[config.mk]
export PLATFORM = sky130hd
export DESIGN_NAME = c2p_xpose
export DESIGN_NICKNAME = d
export VERILOG_FILES = /design/src/rtl/c2p_pkg.sv /design/src/rtl/c2p_wrap_ptr.sv /design/src/rtl/c2p_seq_ctl.sv /design/src/rtl/c2p_pix_store.sv /design/src/rtl/c2p_plane_mux.sv /design/src/rtl/c2p_xpose.sv
export SDC_FILE = /design/constraint.sdc
export NUM_CORES = 1
export LEC_CHECK = 0
export BUFFER_PORTS_ARGS = -buffer_cell sky130_fd_sc_hd__buf_2
export CAP_MARGIN = 20
export CELL_PAD_IN_SITES_DETAIL_PLACEMENT = 0
export CELL_PAD_IN_SITES_GLOBAL_PLACEMENT = 1
export CORE_MARGIN = 1
export CORE_UTILIZATION = 46
export CTS_BUF_LIST = sky130_fd_sc_hd__clkbuf_4
export DETAILED_ROUTE_END_ITERATION = 8
export HOLD_SLACK_MARGIN = 0.02
export PLACE_DENSITY = 0.83
export SKIP_LAST_GASP = 1
export SLEW_MARGIN = 20
export SYNTH_ARGS = -nofsm -noshare
export SYNTH_HDL_FRONTEND = slang
export SYNTH_SLANG_ARGS = --single-unit
[constraint.sdc]
create_clock -name clk -period 1.8 [get_ports clk]
set_clock_uncertainty 0.2 [all_clocks]
set_input_delay 0 -clock clk [delete_from_list [all_inputs] [get_ports clk]]
set_output_delay 0 -clock clk [all_outputs]
set_load 0.05 [all_outputs]
[src/rtl/c2p_pkg.sv]
package c2p_pkg;

  // Lowest bit index of a lane in a write word; lane 0 sits in the top byte.
  function automatic int lane_lsb(int lane, int lanes, int pw);
    return (lanes - 1 - lane) * pw;
  endfunction

  // Bit index inside a plane word that carries pixel 'pix'; pixel 0 is the MSB.
  function automatic int plane_bit(int pix, int npix);
    return npix - 1 - pix;
  endfunction

  // Pixel number for lane 'lane' of write group 'grp'.
  function automatic int pix_index(int grp, int lane, int lanes);
    return grp * lanes + lane;
  endfunction

endpackage

[src/rtl/c2p_wrap_ptr.sv]
module c2p_wrap_ptr #(
  parameter int DEPTH = 8,
  localparam int W = $clog2(DEPTH)
) (
  input  logic         clk,
  input  logic         rst_n,
  input  logic         clr,
  input  logic         load1,
  input  logic         step,
  output logic [W-1:0] ptr,
  output logic         at_last
);

  assign at_last = (ptr == W'(DEPTH - 1));

  always_ff @(posedge clk) begin
    if (!rst_n)      ptr <= '0;
    else if (clr)    ptr <= '0;
    else if (load1)  ptr <= W'(1);
    else if (step)   ptr <= at_last ? '0 : ptr + W'(1);
  end

  // a plain step moves by one and wraps after the last slot
  a_r5_ptr_wrap: assert property (@(posedge clk) disable iff (!rst_n)
    (step && !clr && !load1) |=>
      (ptr == ($past(at_last) ? W'(0) : $past(ptr) + W'(1))));

  // a clear always lands on zero
  a_r10_ptr_clear: assert property (@(posedge clk) disable iff (!rst_n)
    clr |=> (ptr == '0));

  // idle keeps the pointer
  a_r4_ptr_hold: assert property (@(posedge clk) disable iff (!rst_n)
    (!clr && !load1 && !step) |=> $stable(ptr));

endmodule

[src/rtl/c2p_seq_ctl.sv]
module c2p_seq_ctl (
  input  logic clk,
  input  logic rst_n,
  input  logic sync_mode,
  input  logic wr_en,
  input  logic rd_en,
  input  logic rd_last,
  output logic mode_chg,
  output logic wr_fire,
  output logic rd_fire,
  output logic rd_wrap,
  output logic load_start
);

  logic mode_q;
  logic armed;

  assign mode_chg   = sync_mode ^ mode_q;
  assign wr_fire    = wr_en & ~mode_chg;
  assign rd_fire    = rd_en & ~mode_chg;
  assign rd_wrap    = rd_fire & rd_last;
  assign load_start = wr_fire & armed;

  always_ff @(posedge clk) begin
    if (!rst_n) begin
      mode_q <= 1'b0;
      armed  <= 1'b0;
    end else begin
      mode_q <= sync_mode;
      if (mode_chg || rd_wrap) armed <= 1'b1;
      else if (wr_fire)        armed <= 1'b0;
    end
  end

  // a completed read pass arms a new load
  a_r6_arm_on_wrap: assert property (@(posedge clk) disable iff (!rst_n)
    rd_wrap |=> armed);

  // a resync arms a new load and drops the strobes
  a_r10_arm_on_mode: assert property (@(posedge clk) disable iff (!rst_n)
    mode_chg |=> armed);
  a_r10_strobes_dropped: assert property (@(posedge clk) disable iff (!rst_n)
    mode_chg |-> (!wr_fire && !rd_fire));

  // a load start consumes the arm when no read is in flight
  a_r6_arm_consumed: assert property (@(posedge clk) disable iff (!rst_n)
    (load_start && !rd_en) |=> !armed);

  // a read that does not wrap leaves the arm alone
  a_r8_partial_read: assert property (@(posedge clk) disable iff (!rst_n)
    (rd_fire && !rd_last && !wr_en) |=> (armed == $past(armed)));

endmodule

[src/rtl/c2p_pix_store.sv]
module c2p_pix_store
  import c2p_pkg::*;
#(
  parameter int PIX_W  = 8,
  parameter int LANES  = 4,
  parameter int GROUPS = 8,
  localparam int NPIX   = LANES * GROUPS,
  localparam int DATA_W = LANES * PIX_W,
  localparam int SLOT_W = $clog2(GROUPS)
) (
  input  logic                   clk,
  input  logic                   rst_n,
  input  logic                   wr,
  input  logic                   clr,
  input  logic [SLOT_W-1:0]      slot,
  input  logic [DATA_W-1:0]      wdata,
  output logic [NPIX*PIX_W-1:0]  pix_flat
);

  for (genvar g = 0; g < GROUPS; g++) begin : g_grp
    for (genvar l = 0; l < LANES; l++) begin : g_lane
      localparam int P   = pix_index(g, l, LANES);
      localparam int LSB = lane_lsb(l, LANES, PIX_W);
      logic [PIX_W-1:0] px;

      always_ff @(posedge clk) begin
        if (!rst_n)
          px <= '0;
        else if (clr)
          px <= (g == 0) ? wdata[LSB +: PIX_W] : '0;
        else if (wr && slot == SLOT_W'(g))
          px <= wdata[LSB +: PIX_W];
      end

      assign pix_flat[P*PIX_W +: PIX_W] = px;
    end
  end

  // the top byte of a write to slot 0 becomes pixel 0
  a_r2_lane_order: assert property (@(posedge clk) disable iff (!rst_n)
    (wr && !clr && slot == '0) |=>
      (pix_flat[PIX_W-1:0] == $past(wdata[DATA_W-1 -: PIX_W])));

  // starting a new load clears the last pixel
  if (GROUPS > 1) begin : g_tail_chk
    a_r6_clear_tail: assert property (@(posedge clk) disable iff (!rst_n)
      clr |=> (pix_flat[NPIX*PIX_W-1 -: PIX_W] == '0));
  end

endmodule

[src/rtl/c2p_plane_mux.sv]
module c2p_plane_mux
  import c2p_pkg::*;
#(
  parameter int PIX_W = 8,
  parameter int NPIX  = 32,
  localparam int SEL_W = $clog2(PIX_W)
) (
  input  logic [NPIX*PIX_W-1:0] pix_flat,
  input  logic [SEL_W-1:0]      plane,
  output logic [NPIX-1:0]       rdata
);

  always_comb begin
    rdata = '0;
    for (int p = 0; p < NPIX; p++) begin
      rdata[plane_bit(p, NPIX)] = pix_flat[p*PIX_W + int'(plane)];
    end
  end

endmodule

[src/rtl/c2p_xpose.sv]
module c2p_xpose #(
  parameter int PIX_W  = 8,
  parameter int LANES  = 4,
  parameter int GROUPS = 8,
  localparam int NPIX   = LANES * GROUPS,
  localparam int DATA_W = LANES * PIX_W,
  localparam int WP_W   = $clog2(GROUPS),
  localparam int RP_W   = $clog2(PIX_W)
) (
  input  logic              clk,
  input  logic              rst_n,
  input  logic              sync_mode,
  input  logic              wr_en,
  input  logic [DATA_W-1:0] wdata,
  input  logic              rd_en,
  output logic [NPIX-1:0]   rdata
);

  // named internal events
  logic            mode_chg, wr_fire, rd_fire, rd_wrap, load_start;
  logic [WP_W-1:0] wptr, wr_slot;
  logic [RP_W-1:0] rptr;
  logic            wp_last, rp_last;
  logic [NPIX*PIX_W-1:0] pix_flat;

  c2p_seq_ctl u_seq (
    .clk(clk), .rst_n(rst_n), .sync_mode(sync_mode),
    .wr_en(wr_en), .rd_en(rd_en), .rd_last(rp_last),
    .mode_chg(mode_chg), .wr_fire(wr_fire), .rd_fire(rd_fire),
    .rd_wrap(rd_wrap), .load_start(load_start)
  );

  c2p_wrap_ptr #(.DEPTH(GROUPS)) u_wptr (
    .clk(clk), .rst_n(rst_n), .clr(mode_chg), .load1(load_start),
    .step(wr_fire), .ptr(wptr), .at_last(wp_last)
  );

  c2p_wrap_ptr #(.DEPTH(PIX_W)) u_rptr (
    .clk(clk), .rst_n(rst_n), .clr(mode_chg), .load1(1'b0),
    .step(rd_fire), .ptr(rptr), .at_last(rp_last)
  );

  assign wr_slot = load_start ? '0 : wptr;

  c2p_pix_store #(.PIX_W(PIX_W), .LANES(LANES), .GROUPS(GROUPS)) u_store (
    .clk(clk), .rst_n(rst_n), .wr(wr_fire), .clr(load_start),
    .slot(wr_slot), .wdata(wdata), .pix_flat(pix_flat)
  );

  c2p_plane_mux #(.PIX_W(PIX_W), .NPIX(NPIX)) u_mux (
    .pix_flat(pix_flat), .plane(rptr), .rdata(rdata)
  );

  // both pointers at zero after a resync
  a_r10_ptrs_zero: assert property (@(posedge clk) disable iff (!rst_n)
    mode_chg |=> (wptr == '0 && rptr == '0));

  // a new load leaves the write pointer on the second slot
  a_r6_load_ptr: assert property (@(posedge clk) disable iff (!rst_n)
    (load_start && GROUPS > 1) |=> (wptr == WP_W'(1)));

  // the eighth write of a load wraps the write pointer
  a_r9_wptr_wrap: assert property (@(posedge clk) disable iff (!rst_n)
    (wr_fire && wp_last && !load_start) |=> (wptr == '0));

  // a wrapping read presents plane 0 next
  a_r5_rd_wrap: assert property (@(posedge clk) disable iff (!rst_n)
    rd_wrap |=> (rptr == '0));

  // the read data does not move without a read strobe, a write or a resync
  a_r4_stable_out: assert property (@(posedge clk) disable iff (!rst_n)
    (!wr_en && !rd_en && !mode_chg) |=> $stable(rdata));

endmodule

==> results.md <==
- Outcome: finished, violations left
- Failing checks: setup timing
- Most frequent cell after synthesis: dfxtp_1
- Reg clk slew, reported paths: 70 ps
- Critical Path AT: roughly 2400 ps
- Endpoints failing hold: 0
- Hold Slack: just over 70 ps
- #FFs+latches synth: 264
- Seq/Total Area, Yosys: between 40 and 50%
- Total power: around 13,000 uW
- Synth Cell Area: ~0.013 mm^2
- Crit path cell chain: buf_6 > buf_12 > mux4_2 > mux2_4 > buf_6
- Worst skew pair latency: slightly below 700 ps
- Total Nets Final: about 1,400
- GRT overflow: 0
- Unrepaired setup endpoints after global routing: yes
- Share of cells above drive strength 1: 28.8%
- Dpl ws: -87.4 ps
- Placed Area: between 0.01 and 0.015 mm^2
- Leak: around 0.0067 uW
- Mapped Cells: 1,162
- Synth cell types: 42
- Ys flop type: dfxtp_1
- Post-synthesis net count: between 1,000 and 1,500
- Root buf cell: clkbuf_4
- Slew HR: between 60 and 70%
- Design Area, Final: about 0.016 mm^2
- Num rows: 60
- DR pass1 iterations: 7
- WL per Instance: roughly 22 um
- GP Congestion: 0.789
- Worst-path fanout max: 6
- Vias: 10,795
- Detail Route Antenna Nets: 0
- Final worst path period need: between 2000 and 3000 ps
- Synth top cells by count: 264 x dfxtp_1, 162 x mux2i_1, 153 x o211ai_1
- Layout area overhead: 27.2%
- Final period util: 144%
- Die area: around 0.028 mm^2
- Critical path capture point type: output pin
- Largest net degree at the start of global routing: 68
- Vias in the first global route: roughly 11,000
- I/O Pins: 69
- Worst setup SP type: flop
- Post-synth ARST share: 0%
- Post-synth EDFFs: 0
- DRC viols: 0
- Yosys Warn Count: 0
- DRT iter0 DRCs: between 1,000 and 1,500
- TNS Setup: -24,230 ps
- Top delay family on crit path: multiplexers
- NetSw: 3520 uW
- Die height: about 170 um
- Max Slew Vio Count: 0
- Synth area leader: dfxtp_1
- Clk buf depth: 3
- First-pass GRT wire length: about 60,000 um
- Fillers: ~2,200
- Total wire length: approximately 40,000 um
- Combinational share of power: 11.7%
- Hold Path Class: input pin to flop
- Final setup vio count: 34
- Syn Area/Cell: 11.0 um^2
- Max rail drop VDD: between 0.4 and 0.5 mV
- Port bufs: around 70
- Switching share of power: 26.8%
- Total GRT Usage: a little over a quarter
- Htree depth: 3
- Worst path buffer plus inverter count: 3
- Int Pwr: 9580 uW
- WS Path Type: flop to output pin
- Final worst setup slack: -801 ps
- Slowest CP cell: mux4_2
- Critical Path Most Common Cell: buf_6
- Die width: ~170 um
- Slowest Stage Delay on Critical Path: about 500 ps
- Vias per std cell: approximately 6
- Inserted Clock Buffers: 75
- Sequential share of power: 45.5%
- Largest cells by area after synthesis: dfxtp_1 41%, mux2i_1 13%, mux4_2 11%, o211ai_1 9.0%, a32o_1 4.8%
- Post-synth top area share: between 40% and 50%
- Initial core utilization: 47.1%
- Max_cap viols: 0
- Post-DP HPWL: around 23,000 um
- Slew @ Worst Pin: a little over 500 ps
- Placeable Area: around 0.027 mm^2
- Clock network power share: between 40% and 50%
- Initial antenna violation count: 2
- Max Freq: just under 0.4 GHz
- Clock Sinks: between 200 and 300
- Critical Path RT: 1600 ps
- Power Density: approximately 800 mW/mm^2
- CTS tree: done
[worst min-delay path, delay by kind of cell]
family	cells	cell delay [ps]
buf+inv	2	760
simple gates	1	150
[metrics by stage]
stage | util (%) | instances
5_1_grt | 59.9 | 1760
3_5_place_dp | 51.8 | 1539
4_1_cts | 59.1 | 1750
6_report | 59.9 | 1760
2_1_floorplan | - | 1162
3_3_place_gp | 51.8 | 1539
[cells by family after synthesis]
kind of cell               share of synthesized area [%]
AOI/OAI and AO/OA                                   17.2
DFF                                                 41.4
muxes                                               26.5
and+or+nand+nor                                     8.32
buffers and inverters                               6.03
adders and majority gates                          0.392
xor gates and xnor gates                           0.196
[power groups by stage]
stage / Combinational [uW] / Sequential (uW) / Clock [uW]
after floorplan: 777 / 6060 / 0
after global placement: 1250 / 6080 / 0
after detailed placement: 1250 / 6080 / 0
after CTS: 1440 / 5950 / 5730
after global routing: 1620 / 5960 / 6020
final: 1540 / 5960 / 5600
[per-layer routing]
metal / track usage [%] / wire [um]
met1: 35.9 / 16700
met2: 43.6 / 18500
met3: 5.10 / 2500
met4: 12.5 / 1300
met5: 0 / 0
[sequential cells by signal (all words and copies together), names as in the netlist]
name,flops
u_store.g_grp.g_lane.px,256
u_rptr.ptr,3
u_wptr.ptr,3
u_seq.armed,1
u_seq.mode_q,1
[what timing repair did]
action,CTS,global route
hold buffers,85,0
hold endpoints to repair,264,0
buffers inserted,3,7
gates resized for setup,36,20
gates cloned,2,3
pin swaps,0,5
setup endpoints to repair,105,113
[cell type report]
cell class / count / area (um^2) / share of cell area [%]
tap: 372 / 465 / 2.87
sequential: 264 / 5300 / 32.7
multi-input combinational: 726 / 6970 / 42.9
antenna: 1 / 2.50 / 0.0154
inverter: 30 / 113 / 0.693
clock inverter: 12 / 110 / 0.678
clock buffer: 109 / 818 / 5.04
timing repair buffer: 246 / 2450 / 15.1
[cell usage in the layout, fill, tap and decap left out, drive strengths merged, types with 3 or more instances in the layout]
| master | netlist | layout |
|---|---|---|
| dfxtp | 264 | 264 |
| mux2i | 162 | 162 |
| buf | 68 | 157 |
| o211ai | 155 | 155 |
| clkbuf | 74 | 113 |
| dlygate4sd3 | 0 | 85 |
| nand2 | 84 | 84 |
| mux4 | 64 | 64 |
| a32o | 61 | 61 |
| o21bai | 32 | 32 |
| inv | 30 | 31 |
| nand3 | 30 | 30 |
| and3b | 29 | 29 |
| mux2 | 28 | 28 |
| nand4 | 25 | 25 |
| o2bb2ai | 7 | 7 |
| clkinv | 0 | 7 |
| nor2 | 6 | 6 |
| o221ai | 5 | 5 |
| o21ai | 5 | 5 |
| nor3b | 4 | 4 |
| ha | 4 | 4 |
| and3 | 3 | 3 |
| nand3b | 3 | 3 |
| a21oi | 3 | 3 |
[worst paths after layout]
path | slack (ps) | from | endpoint | cells past startpoint
max reg2reg | 0 | u_rptr.ptr[0]$_SDFFE_PP0N_ | u_rptr.ptr[0]$_SDFFE_PP0N_ | 8
min reg2reg | 260 | u_store.g_grp[6].g_lane[2].px[2]$_SDFFE_PP0P_ | u_store.g_grp[6].g_lane[2].px[2]$_SDFFE_PP0P_ | 2
min | 70 | sync_mode | u_seq.mode_q$_SDFF_PN0_ | 3
max | -800 | u_rptr.ptr[0]$_SDFFE_PP0N_ | rdata[20] | 5
No activity file was read; power rests on OpenSTA's default activity.
